## config.mk

```make
export PLATFORM = sky130hd
export DESIGN_NAME = sdrx_cmd_rsp_rx
export DESIGN_NICKNAME = d
export VERILOG_FILES = /design/src/rtl/sdrx_pkg.sv /design/src/rtl/sdrx_seq.sv /design/src/rtl/sdrx_shreg.sv /design/src/rtl/sdrx_capture.sv /design/src/rtl/sdrx_cmd_rsp_rx.sv
export SDC_FILE = /design/constraint.sdc
export NUM_CORES = 1
export LEC_CHECK = 0
export ABC_CLOCK_PERIOD_IN_PS = 2700
export CORE_MARGIN = 1
export CORE_UTILIZATION = 51
export DETAILED_ROUTE_END_ITERATION = 16
export DONT_BUFFER_PORTS = 1
export PLACE_DENSITY = 0.76
export SLEW_MARGIN = 10
export SYNTH_ARGS = -nofsm -noshare
export SYNTH_HDL_FRONTEND = slang
export SYNTH_SLANG_ARGS = --single-unit
```

## constraint.sdc

```tcl
create_clock -name clk -period 2.7 [get_ports clk]
set_input_delay 0.405 -clock clk [delete_from_list [all_inputs] [get_ports clk]]
set_output_delay 0.405 -clock clk [all_outputs]
set_load 0.01 [all_outputs]
```

## src/rtl/sdrx_pkg.sv

```systemverilog
package sdrx_pkg;

    typedef enum logic [1:0] {
        RX_IDLE  = 2'd0,
        RX_WAIT  = 2'd1,
        RX_SHIFT = 2'd2,
        RX_TRAIL = 2'd3
    } rx_state_e;

    typedef struct packed {
        logic [31:0] payload;
        logic        ready;
        logic [15:0] rca;
    } rsp_fields_t;

    localparam int unsigned SHORT_BITS = 48;

    // Field slicing for a short reply frame (bit 47 is the start bit).
    function automatic rsp_fields_t slice_fields(input logic [SHORT_BITS-1:0] f);
        rsp_fields_t r;
        r.payload = f[39:8];
        r.ready   = f[39];
        r.rca     = f[39:24];
        return r;
    endfunction

endpackage

```

## src/rtl/sdrx_seq.sv

```systemverilog
module sdrx_seq
    import sdrx_pkg::*;
#(
    parameter int unsigned SHORT_LEN     = 48,
    parameter int unsigned LONG_LEN      = 136,
    parameter int unsigned SILENCE_LIMIT = 64,
    parameter int unsigned TRAIL_TICKS   = 8
) (
    input  logic clk,
    input  logic rst,
    input  logic card_tick,
    input  logic host_drive,
    input  logic cmd_line,
    input  logic start,
    input  logic long_sel,
    output logic idle,
    output logic clear,
    output logic shift_en,
    output logic done,
    output logic timed_out
);
    localparam int unsigned MAXV = (LONG_LEN > SILENCE_LIMIT) ? LONG_LEN : SILENCE_LIMIT;
    localparam int unsigned CW   = $clog2(MAXV + TRAIL_TICKS + 1);
    localparam logic [CW-1:0] SHORT_REM = CW'(SHORT_LEN - 1);
    localparam logic [CW-1:0] LONG_REM  = CW'(LONG_LEN - 1);
    localparam logic [CW-1:0] SIL_LAST  = CW'(SILENCE_LIMIT - 1);
    localparam logic [CW-1:0] TRL_LAST  = CW'(TRAIL_TICKS - 1);
    localparam logic [CW-1:0] ONE       = CW'(1);

    rx_state_e     st;
    logic [CW-1:0] cnt;
    logic          long_q;
    logic          smp;

    assign smp      = card_tick && !host_drive;
    assign idle     = (st == RX_IDLE);
    assign clear    = idle && start;
    assign shift_en = smp && ((st == RX_WAIT && !cmd_line) || st == RX_SHIFT);
    assign done     = smp && (st == RX_SHIFT) && (cnt == ONE);

    always_ff @(posedge clk) begin
        if (rst) begin
            st        <= RX_IDLE;
            cnt       <= '0;
            long_q    <= 1'b0;
            timed_out <= 1'b0;
        end else begin
            case (st)
                RX_IDLE: begin
                    if (start) begin
                        st        <= RX_WAIT;
                        cnt       <= '0;
                        long_q    <= long_sel;
                        timed_out <= 1'b0;
                    end
                end
                RX_WAIT: begin
                    if (smp) begin
                        if (!cmd_line) begin
                            st  <= RX_SHIFT;
                            cnt <= long_q ? LONG_REM : SHORT_REM;
                        end else if (cnt == SIL_LAST) begin
                            st        <= RX_IDLE;
                            cnt       <= '0;
                            timed_out <= 1'b1;
                        end else begin
                            cnt <= cnt + ONE;
                        end
                    end
                end
                RX_SHIFT: begin
                    if (smp) begin
                        if (cnt == ONE) begin
                            st  <= RX_TRAIL;
                            cnt <= '0;
                        end else begin
                            cnt <= cnt - ONE;
                        end
                    end
                end
                default: begin
                    if (card_tick) begin
                        if (cnt == TRL_LAST) begin
                            st  <= RX_IDLE;
                            cnt <= '0;
                        end else begin
                            cnt <= cnt + ONE;
                        end
                    end
                end
            endcase
        end
    end
endmodule

```

## src/rtl/sdrx_shreg.sv

```systemverilog
module sdrx_shreg #(
    parameter int unsigned W = 135
) (
    input  logic         clk,
    input  logic         rst,
    input  logic         clear,
    input  logic         shift_en,
    input  logic         bit_in,
    output logic [W-1:0] held
);
    always_ff @(posedge clk) begin
        if (rst || clear) begin
            held <= '0;
        end else if (shift_en) begin
            held <= {held[W-2:0], bit_in};
        end
    end
endmodule

```

## src/rtl/sdrx_capture.sv

```systemverilog
module sdrx_capture
    import sdrx_pkg::*;
#(
    parameter int unsigned LONG_LEN = 136
) (
    input  logic                clk,
    input  logic                rst,
    input  logic                clear,
    input  logic                done,
    input  logic [LONG_LEN-1:0] next_frame,
    output logic [LONG_LEN-1:0] frame,
    output rsp_fields_t         fields,
    output logic                valid
);
    always_ff @(posedge clk) begin
        if (rst || clear) begin
            frame  <= '0;
            fields <= '0;
            valid  <= 1'b0;
        end else if (done) begin
            frame  <= next_frame;
            fields <= slice_fields(next_frame[SHORT_BITS-1:0]);
            valid  <= 1'b1;
        end else begin
            valid  <= 1'b0;
        end
    end
endmodule

```

## src/rtl/sdrx_cmd_rsp_rx.sv

```systemverilog
module sdrx_cmd_rsp_rx
    import sdrx_pkg::*;
#(
    parameter int unsigned SHORT_LEN     = 48,
    parameter int unsigned LONG_LEN      = 136,
    parameter int unsigned SILENCE_LIMIT = 64,
    parameter int unsigned TRAIL_TICKS   = 8
) (
    input  logic                clk,
    input  logic                rst,
    input  logic                card_tick,
    input  logic                host_drive,
    input  logic                cmd_line,
    input  logic                start,
    input  logic                long_sel,
    output logic                next_ok,
    output logic                rsp_valid,
    output logic                rsp_timeout,
    output logic [LONG_LEN-1:0] rsp_frame,
    output logic [31:0]         rsp_payload,
    output logic                rsp_ready,
    output logic [15:0]         rsp_rca
);
    localparam int unsigned HW = LONG_LEN - 1;

    logic        clear, shift_en, done;
    logic [HW-1:0] held;
    rsp_fields_t fields;

    sdrx_seq #(
        .SHORT_LEN(SHORT_LEN), .LONG_LEN(LONG_LEN),
        .SILENCE_LIMIT(SILENCE_LIMIT), .TRAIL_TICKS(TRAIL_TICKS)
    ) u_seq (
        .clk(clk), .rst(rst), .card_tick(card_tick), .host_drive(host_drive),
        .cmd_line(cmd_line), .start(start), .long_sel(long_sel),
        .idle(next_ok), .clear(clear), .shift_en(shift_en), .done(done),
        .timed_out(rsp_timeout)
    );

    sdrx_shreg #(.W(HW)) u_shreg (
        .clk(clk), .rst(rst), .clear(clear), .shift_en(shift_en),
        .bit_in(cmd_line), .held(held)
    );

    sdrx_capture #(.LONG_LEN(LONG_LEN)) u_cap (
        .clk(clk), .rst(rst), .clear(clear), .done(done),
        .next_frame({held, cmd_line}), .frame(rsp_frame),
        .fields(fields), .valid(rsp_valid)
    );

    assign rsp_payload = fields.payload;
    assign rsp_ready   = fields.ready;
    assign rsp_rca     = fields.rca;
endmodule

```

# ---- Word-level counts from Yosys, hierarchy flattened
# Index checks and enable logic that the tools add are counted.
dict set report classes {
  n_eq_ne 12
  shift 0
  mux 25
  multipliers 0
  n_div 0
  n_bitwise 0
  n_reduce_logical 18
  order_cmp 0
  addsub 2
}
# op count
set ops {}
lappend ops {{$mux W8} 9}
lappend ops {{$pmux W8 S3} 1}
lappend ops {{$mux W2} 8}
lappend ops {{$add A8 B1 Y8 const B} 1}
lappend ops {{$eq A8 B1 Y1 const B} 1}
lappend ops {{$eq A8 B3 Y1 const B} 1}
lappend ops {{$eq A8 B6 Y1 const B} 1}
lappend ops {{$ne A2 B2 Y1 const B} 4}
lappend ops {{$reduce_bool A4 Y1} 2}
lappend ops {{$sub A8 B1 Y8 const B} 1}
lappend ops {{$reduce_and A7 Y1} 1}
lappend ops {{$logic_and A1 B1 Y1} 6}
lappend ops {{$pmux W2 S3} 1}
lappend ops {{$mux W1} 5}
lappend ops {{$reduce_and A5 Y1} 1}
lappend ops {{$ne A2 B1 Y1 const B} 2}
lappend ops {{$reduce_and A4 Y1} 1}
lappend ops {{$ne A3 B3 Y1 const B} 1}
lappend ops {{$eq A2 B1 Y1 const B} 1}
lappend ops {{$eq A2 B2 Y1 const B} 1}
lappend ops {{$logic_not A1 Y1} 2}
lappend ops {{$logic_not A2 Y1} 1}
lappend ops {{$logic_or A1 B1 Y1} 2}
lappend ops {{$pmux W1 S2} 1}
lappend ops {{other kinds (2)} 2}
dict set report totals {
  output_inout_bits 188
  mem_count 0
  ram_bits 0
  latch_bits 0
  inputBits 7
  ff_bits 333
  mem_bits_ro 0
}

# ---- Longest topological paths before layout
dict set report depth {
  word_depth 5
  mapped_depth 9
}

# ---- By module
# From an unflattened synthesis, not the netlist that was laid out.
dict set report hier_totals {
  hier_cells 1090
  area_unflattened_um2 11340.9
}
# mod area_each_um2 instances seq_area_each_um2 cells_each
set modules_own_cells {}
lappend modules_own_cells {sdrx_capture 5375.2 1 2742.6 491}
lappend modules_own_cells {sdrx_shreg 4790.8 1 2702.6 436}
lappend modules_own_cells {sdrx_seq 1174.9 1 240.2 163}

# ---- Worst setup path after synthesis
# Ideal clock, no wire load.
dict set report synth_path {
  path_type {register -> register}
  startpoint {register u_seq.cnt[0]}
  endpoint {register u_seq.st[0]}
  arrival_ps 1756
  setup_time_ps 70
  stages_incl_launch_ff 7
  path_slack_ps 873
  synth_period_minus_slack_ps 1827
  n_path_buf 0
  cell_sequence {dfxtp_1 -> ha_1 -> and2_1 -> a31oi_1 -> a31o_1 -> or4_1 -> a21oi_1}
}
dict set report synth_via {
  elab_chain_len 3
  elab_cells_between_ends 7
  classes_between {5 x eq/ne; 2 x reduce/logical}
}
# item line_no
set synth_rtl {}
lappend synth_rtl {{start: declaration} sdrx_seq.sv:31} ;# logic [CW-1:0] cnt;
lappend synth_rtl {{start signal: assignment} sdrx_seq.sv:61} ;# cnt <= long_q ? LONG_REM : SHORT_REM;
lappend synth_rtl {{start signal: assignment} sdrx_seq.sv:67} ;# cnt <= cnt + ONE;
lappend synth_rtl {{start signal: assignment} sdrx_seq.sv:77} ;# cnt <= cnt - ONE;
lappend synth_rtl {{$eq A8 B6 Y1 (tied with other cells)} sdrx_seq.sv:62} ;# end else if (cnt == SIL_LAST) begin
lappend synth_rtl {{$ne A3 B3 Y1 (no line) (tied with other cells)} -}
lappend synth_rtl {{$reduce_and A7 Y1 (no line) (*)} -}
lappend synth_rtl {{end signal: assignment} sdrx_seq.sv:60} ;# st <= RX_SHIFT;
lappend synth_rtl {{end signal: assignment} sdrx_seq.sv:63} ;# st <= RX_IDLE;
lappend synth_rtl {{end signal: assignment} sdrx_seq.sv:74} ;# st <= RX_TRAIL;
lappend synth_rtl {{end: declaration} sdrx_seq.sv:30} ;# rx_state_e st;
# Every way passes the cells marked *; elsewhere a longest branch is shown, timed or not.
# A chain may end at the register's enable or synchronous reset.

# ---- Worst setup path after layout
dict set report layout_path {
  startpoint {register u_seq.st[0]}
  endpoint {register u_cap.fields[35] (netlist name)}
}
dict set report layout_via {
  elab_chain_len 3
  elab_cells_between_ends 6
  classes_between {1 x eq/ne; 5 x reduce/logical}
}
# item line_no
set layout_rtl {}
lappend layout_rtl {{start signal: assignment} sdrx_seq.sv:43} ;# st <= RX_IDLE;
lappend layout_rtl {{start signal: assignment} sdrx_seq.sv:51} ;# st <= RX_WAIT;
lappend layout_rtl {{start signal: assignment} sdrx_seq.sv:60}
lappend layout_rtl {{$eq A2 B2 Y1 or $logic_not A2 Y1 (tied branches)} {sdrx_seq.sv:39, sdrx_seq.sv:36}}
lappend layout_rtl {{$logic_and A1 B1 Y1 (on tied branches)} {sdrx_seq.sv:39, sdrx_seq.sv:37}}
lappend layout_rtl {{$logic_and A1 B1 Y1 or $logic_or A1 B1 Y1 (tied branches)} {sdrx_seq.sv:39, sdrx_capture.sv:16}}
# Several ways; a longest one is shown, not always the timed one.

==> results by group <==
Outcome
  – Status: finished, final reports clean

Layout
  – Diodes inserted: 0
  – Area growth syn-to-layout: 8.480%
  – Commonest non-fill, non-tap cells in the layout: nand2_1 (552), dfxtp_1 (284), a21oi_1 (282)
  – Layout cells sized above 1: 0.06651
  – Most common cell after layout, fill and taps aside: nand2_1
  – Final nets: 1282

Clocking
  – Total CTS buffers: 28
  – CTS tree: done
  – H-tree depth: 1
  – Clock Sinks: 284
  – Clock buffer depth: 3
  – Post_cts resized: 0
  – Clock transition at path regs: 0.06 ns
  – Post-CTS Setup Bufs: 0
  – Worst-Skew Late Latency: 0.54 ns
  – Root buf cell: clkbuf_16

STA
  – Final worst path period need: 2.123 ns
  – Hold Fails Final Rpt: 0
  – Setup TNS: 0 ns
  – Setup Skew: 0.01431 ns
  – Fmax: 0.4710 GHz
  – RSZ-0062 raised after global routing: false
  – Worst-Margin Slew: 0.5844 ns
  – Tcrit/Tclk final: 0.7864
  – Setup Viol. Count Final: 0
  – Max Slew Vio Count: 0
  – Max-slew headroom: 0.6104

Routing
  – Number of vias per cell: 5.343
  – DR pass1 iterations: 5
  – Number of DRC markers in iteration 0: 450
  – Via count: 8351
  – Drt drc: 0
  – Routed WL: 22720 um
  – Routed WL per cell: 14.54 um
  – Antenna viol nets, final: 0

Setup path
  – Worst-path cell chain: nand2b_1 -> nor2_1 -> nand3_4 -> buf_12 -> nand2_1 -> a21oi_1
  – Max incr delay on CP: 0.50 ns
  – WP data arrival: 2.52 ns
  – Critical path's slowest cell: nand3_4
  – CP required: 3.09 ns
  – Critical path class: flop to flop
  – Worst-path maximum fanout: 43
  – CP endpoint kind: flop
  – Worst r2r path cells: 6
  – Startpoint types: flop

Global routing
  – Initial antenna violation count: 0
  – GRT Residual Overflow: 0
  – GRT Total Usage: 0.2084
  – Number of global-route vias before repair: 7728
  – Global-route wire length before repair: 37880 um
  – Largest net degree at the start of global routing: 105

Placed design
  – # port buffers: 0
  – DP HPWL: 13890 um
  – RePlAce Congestion: 0.8929

Logic synthesis
  – Ys flop type: dfxtp_1
  – Mean cell area of the mapped netlist: 7.831 sq um
  – Post-synth top area cell: dfxtp_1
  – Synth async-reset ratio: 0
  – Mapped cell area: 0.01070 sq mm
  – Mapped Nets: 1376
  – Synth warnings: 0
  – Dominant cells by area after synthesis: dfxtp_1 (53%), nand2_1 (19%), a21oi_1 (13%)
  – Synth cell types: 52
  – Synth Instances: 1366
  – Sequential share of the synthesized area: 0.5315
  – EDFF count, synth: 0
  – Synth Register Bits: 284
  – Top cell type's share of synthesized area: 0.5315

Die
  – Placeable Area: 0.02043 sq mm
  – Die X-Extent: 146.8 um
  – Die area: 0.02156 sq mm
  – Cell Rows: 52
  – Top Ports: 195
  – Die Ht: 146.8 um
  – Starting Density: 0.5236

Power
  – Power Density: 765.5 mW/mm^2
  – Leakage power: 0.003625 uW
  – Maximum VDD drop: 0.0005649 V
  – Overall power: 8883 uW

Run
  – Max-cap viol count: 0

Min path
  – Class of the worst hold path: input port to flop
  – Hold path cells: 2
-- final timing paths --
kind                                  startpoint                             end  slack (ns)
hold reg to reg   u_shreg.held[134]$_SDFFE_PP0P_  u_shreg.held[134]$_SDFFE_PP0P_        0.46
hold / removal                          long_sel       u_seq.long_q$_SDFFE_PP0P_        0.04
setup / recovery        u_seq.st[0]$_SDFFE_PP0P_   u_cap.fields[35]$_SDFFE_PP0P_        0.58
setup reg to reg        u_seq.st[0]$_SDFFE_PP0P_   u_cap.fields[35]$_SDFFE_PP0P_        0.58
-- what timing repair did --
| action | CTS | global route |
|---|---|---|
| endpoints found under the hold margin | 13 | 0 |
| setup endpoints to repair | 0 | 0 |
| hold buffers | 2 | 0 |
-- flip-flops by register name, indices dropped and copies added, names as in the netlist --
| signal | flops |
|---|---|
| u_cap.fields | 31 |
| u_seq.long_q | 1 |
| u_shreg.held | 135 |
| u_seq.timed_out | 1 |
| u_seq.cnt | 8 |
| u_cap.frame | 105 |
| u_cap.valid | 1 |
| u_seq.st | 2 |
-- logic make-up (layout without fill, tap and decap cells) --
family	count (synthesis)	after routing	share of synthesized area
AO/OA/AOI/OAI	310	310	0.1515
adder cells (fa/ha/maj)	4	4	0.004445
flip-flops	284	284	0.5315
XOR/XNOR	5	5	0.004095
AND/OR/NAND/NOR	604	604	0.2241
buffers and inverters	155	82	0.08048
multiplexers	4	4	0.003860
-- worst max-delay path, delay by kind of cell, from the launching register on --
| kind | cells | cell delay (ns) |
|---|---|---|
| buf+inv | 1 | 0.39 |
| simple gates | 4 | 1.21 |
| compound gates | 1 | 0.07 |
| flops | 1 | 0.30 |
-- through the flow --
step	hold slack [ns]	std cells	util	instance area [sq um]	worst slack (ns)
after detailed placement	0.4499	1510	0.5162	10550	0.5532
after CTS	0.02119	1563	0.5680	11600	0.5354
after global routing	0.02767	1563	0.5680	11600	0.3547
final	0.03630	1563	0.5680	11600	0.5767
after global placement	0.4427	1510	0.5162	10550	0.5794
after floorplan	0.4321	1366	-	10700	0.8734
-- cell type report --
| cell class | instances | area (sq um) |
|---|---|---|
| clock buffers | 32 | 745.7 |
| clock inverters | 19 | 292.8 |
| fillers | 1827 | 8826 |
| inverters | 5 | 18.77 |
| multi-input cells | 927 | 4185 |
| flip-flops and latches | 284 | 5685 |
| well taps | 270 | 337.8 |
| repair buffers | 26 | 337.8 |
-- cell usage after synthesis, types with 2 or more instances --
cell type    n
a21o_1       3
nand2_1    552
mux2i_1      3
inv_1        5
buf_1        9
clkbuf_1    42
a221oi_1     2
buf_6        2
or2b_1       2
nand3_1      4
nor2_1      21
buf_4       57
and2_1       2
nand4_1      2
a311oi_1     3
nand2b_1     3
and3_1       3
buf_2       40
ha_1         3
dfxtp_1    284
o21ai_0      6
xor2_1       3
a21oi_1    282
xnor2_1      2
o31ai_1      3
nor2b_1      2
-- per-layer routing --
| metal | up-vias | wire [um] | GRT usage |
|---|---|---|---|
| met3 | 36 | 1691 | 0.05435 |
| li1 | 4189 | - | - |
| met2 | 239 | 10980 | 0.3526 |
| met5 | - | 0 | 0 |
| met1 | 3887 | 9582 | 0.2603 |
| met4 | 0 | 466 | 0.06042 |
-- report_power, final --
part	total [uW]	internal (uW)	switching, uW
clock	4280	2660	1620
combinational	377	118	259
sequential	4220	4200	20.4
(Power assumes the default switching activity.)
